`config.mk`:
```
export PLATFORM = sky130hd
export DESIGN_NAME = iwb_bridge
export DESIGN_NICKNAME = d
export VERILOG_FILES = /design/src/rtl/iwb_pkg.sv /design/src/rtl/iwb_host_decode.sv /design/src/rtl/iwb_seq.sv /design/src/rtl/iwb_regfile.sv /design/src/rtl/iwb_bridge.sv
export SDC_FILE = /design/constraint.sdc
export NUM_CORES = 1
export LEC_CHECK = 0
export ABC_AREA = 1
export CAP_MARGIN = 20
export CORE_MARGIN = 4
export CORE_UTILIZATION = 27
export DETAILED_ROUTE_END_ITERATION = 10
export PLACE_DENSITY = 0.54
export SETUP_SLACK_MARGIN = 0.2
export SLEW_MARGIN = 20
export SYNTH_ARGS = -nofsm -noshare
export SYNTH_HDL_FRONTEND = slang
export SYNTH_HIERARCHICAL = 1
export SYNTH_SLANG_ARGS = --single-unit
```
`constraint.sdc`:
```
create_clock -name clk -period 4.7 [get_ports clk]
set_clock_uncertainty 0.05 [all_clocks]
set_input_delay 0.705 -clock clk [delete_from_list [all_inputs] [get_ports clk]]
set_output_delay 0.705 -clock clk [all_outputs]
set_load 0.05 [all_outputs]
```
`src/rtl/iwb_pkg.sv`:
```
package iwb_pkg;
  localparam int MGMT_AW = 5;
  localparam int HOST_W  = 16;
  localparam int BYTE_W  = 8;

  localparam logic [MGMT_AW-1:0] ADR_PTR = 5'h10;
  localparam logic [MGMT_AW-1:0] ADR_OPS = 5'h11;
  localparam logic [MGMT_AW-1:0] ADR_RES = 5'h12;

  localparam int OP_WR_BIT = 0;
  localparam int OP_RD_BIT = 1;
  localparam int BUSY_BIT  = 7;

  typedef enum logic [1:0] {SEQ_IDLE, SEQ_WRITE, SEQ_READ} seq_state_t;
  typedef enum logic [1:0] {OP_NONE, OP_WRITE, OP_READ} op_kind_t;

  // Write opcode wins when both bits are set.
  function automatic op_kind_t decode_op(input logic [HOST_W-1:0] w);
    if (w[OP_WR_BIT])      return OP_WRITE;
    else if (w[OP_RD_BIT]) return OP_READ;
    else                   return OP_NONE;
  endfunction

  function automatic logic [HOST_W-1:0] pack_status(input logic [BYTE_W-1:0] d,
                                                    input logic busy);
    logic [HOST_W-1:0] r;
    r = '0;
    r[HOST_W-1:BYTE_W] = d;
    r[BUSY_BIT] = busy;
    return r;
  endfunction

  function automatic logic [HOST_W-1:0] pack_result(input logic [BYTE_W-1:0] b);
    logic [HOST_W-1:0] r;
    r = '0;
    r[BYTE_W-1:0] = b;
    return r;
  endfunction
endpackage

```
`src/rtl/iwb_host_decode.sv`:
```
module iwb_host_decode
  import iwb_pkg::*;
(
  input  logic                host_we,
  input  logic [MGMT_AW-1:0]  host_addr,
  input  logic [HOST_W-1:0]   host_wdata,
  input  logic                busy,
  output logic                ptr_wr,
  output logic                ops_wr,
  output logic                start_wr,
  output logic                start_rd,
  output logic                cmd_dropped
);
  logic     hit_ptr;
  logic     hit_ops;
  op_kind_t op;

  assign hit_ptr = host_we && (host_addr == ADR_PTR);
  assign hit_ops = host_we && (host_addr == ADR_OPS);
  assign op      = decode_op(host_wdata);

  assign ptr_wr      = hit_ptr && !busy;
  assign ops_wr      = hit_ops && !busy;
  assign start_wr    = ops_wr && (op == OP_WRITE);
  assign start_rd    = ops_wr && (op == OP_READ);
  assign cmd_dropped = (hit_ptr || hit_ops) && busy;
endmodule

```
`src/rtl/iwb_seq.sv`:
```
module iwb_seq
  import iwb_pkg::*;
(
  input  logic clk,
  input  logic rst_n,
  input  logic start_wr,
  input  logic start_rd,
  input  logic int_ack,
  output logic busy,
  output logic int_req,
  output logic int_we,
  output logic txn_done,
  output logic rd_done
);
  seq_state_t state_q;

  always_ff @(posedge clk) begin
    if (!rst_n) begin
      state_q <= SEQ_IDLE;
    end else begin
      case (state_q)
        SEQ_IDLE: begin
          if (start_wr)      state_q <= SEQ_WRITE;
          else if (start_rd) state_q <= SEQ_READ;
        end
        SEQ_WRITE, SEQ_READ: begin
          if (int_ack) state_q <= SEQ_IDLE;
        end
        default: state_q <= SEQ_IDLE;
      endcase
    end
  end

  assign busy     = (state_q != SEQ_IDLE);
  assign int_req  = busy;
  assign int_we   = (state_q == SEQ_WRITE);
  assign txn_done = busy && int_ack;
  assign rd_done  = (state_q == SEQ_READ) && int_ack;
endmodule

```
`src/rtl/iwb_regfile.sv`:
```
module iwb_regfile
  import iwb_pkg::*;
#(
  parameter int IADDR_W = 8
) (
  input  logic               clk,
  input  logic               rst_n,
  input  logic               ptr_wr,
  input  logic               ops_wr,
  input  logic               rd_done,
  input  logic [HOST_W-1:0]  host_wdata,
  input  logic [BYTE_W-1:0]  int_rdata,
  output logic [IADDR_W-1:0] ptr,
  output logic [BYTE_W-1:0]  data_byte,
  output logic [BYTE_W-1:0]  result
);
  always_ff @(posedge clk) begin
    if (!rst_n) begin
      ptr       <= '0;
      data_byte <= '0;
      result    <= '0;
    end else begin
      if (ptr_wr)  ptr       <= host_wdata[IADDR_W-1:0];
      if (ops_wr)  data_byte <= host_wdata[HOST_W-1:BYTE_W];
      if (rd_done) result    <= int_rdata;
    end
  end
endmodule

```
`src/rtl/iwb_bridge.sv`:
```
module iwb_bridge
  import iwb_pkg::*;
#(
  parameter int IADDR_W = 8
) (
  input  logic               clk,
  input  logic               rst_n,
  input  logic               host_we,
  input  logic [4:0]         host_addr,
  input  logic [15:0]        host_wdata,
  output logic [15:0]        host_rdata,
  output logic               int_req,
  output logic               int_we,
  output logic [IADDR_W-1:0] int_addr,
  output logic [7:0]         int_wdata,
  input  logic [7:0]         int_rdata,
  input  logic               int_ack
);
  localparam int PAD_W = HOST_W - IADDR_W;

  // Named internal events, visible to the bound checker.
  logic               busy;
  logic               ptr_wr;
  logic               ops_wr;
  logic               start_wr;
  logic               start_rd;
  logic               cmd_dropped;
  logic               txn_done;
  logic               rd_done;
  logic [IADDR_W-1:0] ptr;
  logic [BYTE_W-1:0]  data_byte;
  logic [BYTE_W-1:0]  result;

  iwb_host_decode u_dec (
    .host_we     (host_we),
    .host_addr   (host_addr),
    .host_wdata  (host_wdata),
    .busy        (busy),
    .ptr_wr      (ptr_wr),
    .ops_wr      (ops_wr),
    .start_wr    (start_wr),
    .start_rd    (start_rd),
    .cmd_dropped (cmd_dropped)
  );

  iwb_seq u_seq (
    .clk      (clk),
    .rst_n    (rst_n),
    .start_wr (start_wr),
    .start_rd (start_rd),
    .int_ack  (int_ack),
    .busy     (busy),
    .int_req  (int_req),
    .int_we   (int_we),
    .txn_done (txn_done),
    .rd_done  (rd_done)
  );

  iwb_regfile #(.IADDR_W(IADDR_W)) u_regs (
    .clk        (clk),
    .rst_n      (rst_n),
    .ptr_wr     (ptr_wr),
    .ops_wr     (ops_wr),
    .rd_done    (rd_done),
    .host_wdata (host_wdata),
    .int_rdata  (int_rdata),
    .ptr        (ptr),
    .data_byte  (data_byte),
    .result     (result)
  );

  assign int_addr  = ptr;
  assign int_wdata = data_byte;

  always_comb begin
    case (host_addr)
      ADR_PTR: host_rdata = {{PAD_W{1'b0}}, ptr};
      ADR_OPS: host_rdata = pack_status(data_byte, busy);
      ADR_RES: host_rdata = pack_result(result);
      default: host_rdata = '0;
    endcase
  end
endmodule

```
==> run_results.csv, run 1 <==
group,metric,value,unit
detailed_routing,drtAntennaViolNets,0,
detailed_routing,initialDrtViolationCount,91,
hold_path,hold_path_depth,2,
finish,fill_cells,622,
synthesis,avgSynthCellArea,6.190,um^2
finish,layout.nets,342,
hold_path,hold_class,"register to register",
setup_path,crit_start,"host_addr[3]",
setup_path,worst-r2r-setup-slack,2970,ps
finish,final_common_cell,"clkdlybuf4s50_1",
clock_network,cts_root_buf,"clkbuf_8",
setup_path,rr_worst_depth,11,
power,switchingPower,0.1054,mW
power,p_int,0.3714,mW
hold_path,hold_path_end,"u_regs/result[0]",
finish,drive_above_1_share,4.918,%
timing,timing_hold_violations_final,0,
run_status,status,"complete, no violations",
synthesis,ys_warn_count,6,
clock_network,cts.sinks,26,
setup_path,cp_max_fo,12,
floorplan,die_w,82.95,um
detailed_routing,drcViolationCount,0,
detailed_routing,wl_per_cell,9.721,um
timing,worst_slack,1118,ps
timing,whs,433.9,ps
power,p_leak,0.9581,nW
placed_design,dp_hpwl,2883,um
detailed_routing,avgViaCountPerCell,3.873,
power,power,0.4768,mW
placed_design,pre_cts_ws,1113,ps
timing,fmax,0.2792,GHz
power,seqPwrFrac,46.9,%
power,vdd_drop_max,105.0,uV
global_routing,grt_max_degree,27,
clock_network,hold_buffers,0,
floorplan,die_y,82.95,um
global_routing,gr-usage-all-layers,10.74,%
floorplan,row_count,27,
finish,diodes,0,
global_routing,grt_pass1_vias,1340,
setup_path,r2r_start,"u_seq/state_q[0]",
setup_path,path_common_cell,"clkdlybuf4s50_1",
setup_path,critPathLaunchType,"input pin",
clock_network,cts_tree,"built",
clock_network,clk_path_buf_depth,2,
floorplan,initial_core_util,27.71,%
setup_path,path_class,"input pin to output port",
power,p_comb_share,14.3,%
setup_path,crit_required,3940,ps
finish,final_util,40.90,%
power,clkPwrFrac,38.8,%
clock_network,insertion_delay,270,ps
global_routing,grt_pass1_wl,6292,um
clock_network,cts_resized,0,
timing,slew_headroom,35.81,%
global_routing,gr-total-overflow,0,
timing,setup_viol,0,
finish,seq_area,520.5,um^2
placed_design,gp_congestion,0.7424,
timing,layout_worst_path_cycle_share,76.22,%
setup_path,cp_slowest_stage_delay,830,ps
synthesis,syn_area,0.001516,mm^2
detailed_routing,wl,3665,um
power,p_sw_share,22.10,%
synthesis,synthCells,245,
setup_path,critPathCaptureType,"output port",
timing,slew_viol_final,0,
flow_run,cap_violations,0,
clock_network,cts_buffers,3,
setup_path,cp.arrival,2830,ps
clock_network,htree_levels,1,
timing,tightest_slew,959.8,ps
setup_path,rr_endpoint,"u_regs/data_byte[2]",
floorplan,ios,67,
hold_path,hp-start,"u_regs/result[0]",
synthesis,syn_nets,281,
setup_path,crit_chain,"clkdlybuf4s50_1 -> nor2_2 -> nand3_2 -> o21ai_1 -> clkdlybuf4s50_1",
floorplan,core_area,0.005473,mm^2
timing,setup_tns,0,ps
finish,layout_common_cells,"clkdlybuf4s50_1 (66), nor2_1 (60), nand2_1 (57), inv_1 (55), dfxtp_1 (26)",
finish,multiInputGateArea,678.2,um^2
placed_design,portBuffers,66,
floorplan,dieArea,0.006880,mm^2
finish,area_growth,47.61,%
global_routing,antenna_found_initial,0,
power,power_density,213.0,mW/mm^2
detailed_routing,dr.pass1.iters,5,
clock_network,postCtsSetupBuffers,0,
clock_network,clkSlewWorstSetupHoldPaths,90,ps
timing,fin_crit,3582,ps
detailed_routing,vias,1460,
timing,rsz0062_at_grt,"false",
setup_path,crit_slowest_cell,"clkdlybuf4s50_1",
## sequential cells by signal, indices dropped and copies added (netlist names)
name              flops
u_regs/data_byte      8
u_regs/ptr            8
u_regs/result         8
u_seq/state_q         2
## power groups by stage
stage / sequential (mW) / combinational [mW] / clock (mW)
floorplan: 0.235 / 0.0284 / 0
global placement: 0.229 / 0.0687 / 0
detailed placement: 0.229 / 0.0687 / 0
CTS: 0.224 / 0.0689 / 0.192
global route: 0.224 / 0.0764 / 0.201
finish: 0.224 / 0.0683 / 0.185
## how the worst max path moves through the flow
stage | to | cells after the start
final | host_rdata[5] | 5
after global routing | host_rdata[3] | 5
after CTS | host_rdata[1] | 5
after detailed placement | host_rdata[1] | 5
after global placement | host_rdata[1] | 5
after floorplan | host_rdata[0] | 4
## worst max-delay path: cells and delay by family
family / cells / cell delay, ps
AOI/OAI and AO/OA: 1 / 190
buffers and inverters: 2 / 1280
and+or+nand+nor: 2 / 650
## per-stage QoR
step / instances / instance area (um^2)
finish: 377 / 2238
detailed placement: 373 / 2167
global route: 377 / 2238
global placement: 373 / 2167
CTS: 377 / 2238
floorplan: 245 / 1516
## area by class of cell
class | count | area share [%]
clock buffers | 3 | 1.845
clock inverters | 1 | 1.342
inverters | 56 | 9.391
multi-input cells | 152 | 30.30
flip-flops and latches | 26 | 23.25
well taps | 72 | 4.025
repair buffers | 67 | 29.85
## routing by layer
metal | wire (um) | part of all wire [%] | track usage, % | vias to the layer above
met3 | 202 | 5.5 | 2.282 | 2
met1 | 1919 | 52 | 15.03 | 591
met5 | 0 | 0 | 0 | -
li1 | - | - | - | 829
met4 | 35 | 0.95 | 3.566 | 0
met2 | 1507 | 41 | 16.33 | 38
(Power assumes the default switching activity.)
==> run 2: changes to the inputs <==
- PLACE_DENSITY: 0.54 -> 0.56
- clock period: 4.7 -> 3.1 ns (I/O delays scaled with it)
==> run 2 against run 1 <==
  * Cell count grew 0.27%
  * Die area is the same
  * Via count is essentially flat
  * Sequential cell count is the same
  * Register-to-register slack lost 1600 ps
  * Combinational power grew 52%
  * Final area grew 6.9%
  * Critical path type unchanged
  * Largest cell class is now non-clock buffers
==> run_results.csv, run 2 (synthesized netlist as in run 1, its figures left out) <==
group,metric,value,unit
floorplan,die_w,82.95,um
setup_path,critPathCaptureType,"output port",
clock_network,clkSlewWorstSetupHoldPaths,90,ps
detailed_routing,initialDrtViolationCount,47,
placed_design,portBuffers,66,
timing,slew_headroom,65.67,%
power,clkPwrFrac,38.6,%
floorplan,dieArea,0.006880,mm^2
timing,layout_worst_path_cycle_share,83.42,%
global_routing,gr-total-overflow,0,
timing,worst_slack,514.1,ps
placed_design,pre_cts_ws,531.9,ps
placed_design,gp_congestion,0.8435,
global_routing,grt_pass1_vias,1336,
clock_network,insertion_delay,270,ps
setup_path,r2r_start,"u_seq/state_q[0]",
power,seqPwrFrac,47.0,%
setup_path,cp.buffers_inverters,2,
setup_path,cp_max_fo,12,
finish,layout_common_cells,"nor2_1 (60), nand2_1 (57), inv_1 (55), clkdlybuf4s50_1 (50), dfxtp_1 (26)",
timing,setup_viol,0,
timing,slew_viol_final,0,
detailed_routing,avgViaCountPerCell,3.860,
power,switchingPower,0.1580,mW
global_routing,grt_pass1_wl,6403,um
clock_network,cts_resized,0,
clock_network,htree_levels,1,
detailed_routing,dr.pass1.iters,6,
hold_path,hold_class,"register to register",
timing,setup_tns,0,ps
setup_path,cp.arrival,2070,ps
detailed_routing,wl,3775,um
power,vdd_drop_max,211.3,uV
hold_path,hp-start,"u_regs/data_byte[0]",
detailed_routing,drtAntennaViolNets,0,
finish,area_growth,57.84,%
power,p_comb_share,14.4,%
finish,fill_cells,600,
detailed_routing,wl_per_cell,9.987,um
floorplan,die_y,82.95,um
power,power,0.7218,mW
clock_network,cts.sinks,26,
setup_path,critPathLaunchType,"input pin",
clock_network,postCtsSetupBuffers,0,
flow_run,cap_violations,0,
timing,whs,437.1,ps
timing,fmax,0.3867,GHz
setup_path,crit_start,"host_addr[3]",
clock_network,cts_buffers,3,
power,power_density,301.6,mW/mm^2
global_routing,grt_max_degree,17,
detailed_routing,vias,1459,
timing,timing_hold_violations_final,0,
power,p_int,0.5638,mW
timing,rsz0062_at_grt,"false",
clock_network,cts_root_buf,"clkbuf_8",
floorplan,row_count,27,
power,p_leak,1.036,nW
power,p_sw_share,21.89,%
setup_path,path_delay_family,"simple AND/OR/NAND/NOR gates",
global_routing,gr-usage-all-layers,11.12,%
setup_path,crit_required,2580,ps
run_status,status,"complete, no violations",
finish,final_common_cell,"nor2_1",
floorplan,initial_core_util,27.71,%
floorplan,core_area,0.005473,mm^2
setup_path,crit_slowest_cell,"clkdlybuf4s50_1",
timing,tightest_slew,513.3,ps
detailed_routing,drcViolationCount,0,
finish,diodes,0,
finish,layout.nets,343,
setup_path,path_class,"input pin to output port",
finish,largestRegisters,"u_regs/data_byte x8, u_regs/ptr x8, u_regs/result x8",
floorplan,ios,67,
placed_design,dp_hpwl,3045,um
finish,drive_above_1_share,10.46,%
timing,fin_crit,2586,ps
global_routing,antenna_found_initial,0,
clock_network,hold_buffers,0,
clock_network,cts_tree,"built",
setup_path,cp_slowest_stage_delay,450,ps
finish,final_util,43.74,%
clock_network,clk_path_buf_depth,2,
setup_path,crit_chain,"clkdlybuf4s50_1 -> nor2_2 -> nand3_2 -> o21ai_1 -> buf_12",
run 2: cell count changes in the layout (fill, tap and decap cells not counted), sizes merged:
cell	previous run	this run
clkdlybuf4s50	66	50
buf	1	18
run 2: path summary, 6_finish.rpt:
check                   endpoint  slack [ps]  cells after the start
max                host_rdata[3]         510                      5
max reg2reg  u_regs/data_byte[5]        1400                     11
min reg2reg  u_regs/data_byte[0]         440                      2
min          u_regs/data_byte[0]         440                      2
run 2: metal layers:
layer | GRT usage (%) | routed length, um | share of wire [%]
met1 | 14.20 | 1753 | 46
met2 | 19.02 | 1795 | 48
met3 | 1.786 | 191 | 5.1
met4 | 3.566 | 34 | 0.90
met5 | 0 | 0 | 0
run 2: stage by stage:
step / std cells / area, um^2
floorplan: 245 / 1516
global placement: 374 / 2322
detailed placement: 374 / 2322
CTS: 378 / 2394
global route: 378 / 2394
finish: 378 / 2394
run 2: tightest hold or removal path, cell delays in order (launching register included):
cell	delay, ps
dfxtp_1	330
nor2_1	80
nor2_1	50
run 2: power by group through the flow:
stage	Combinational (mW)	Clock, mW	Sequential, mW
2_1_floorplan	0.0431	0	0.356
3_3_place_gp	0.105	0	0.347
3_5_place_dp	0.105	0	0.347
4_1_cts	0.105	0.288	0.339
5_1_grt	0.115	0.301	0.340
6_report	0.104	0.279	0.339
run 2: layout make-up:
class	count	area (um^2)	area share (%)
tap	72	90.09	3.764
timing repair buffer	68	823.3	34.40
clock inverter	1	30.03	1.255
clock buffer	3	41.29	1.725
inverter	56	210.2	8.782
sequential	26	520.5	21.75
multi-input combinational	152	678.2	28.33
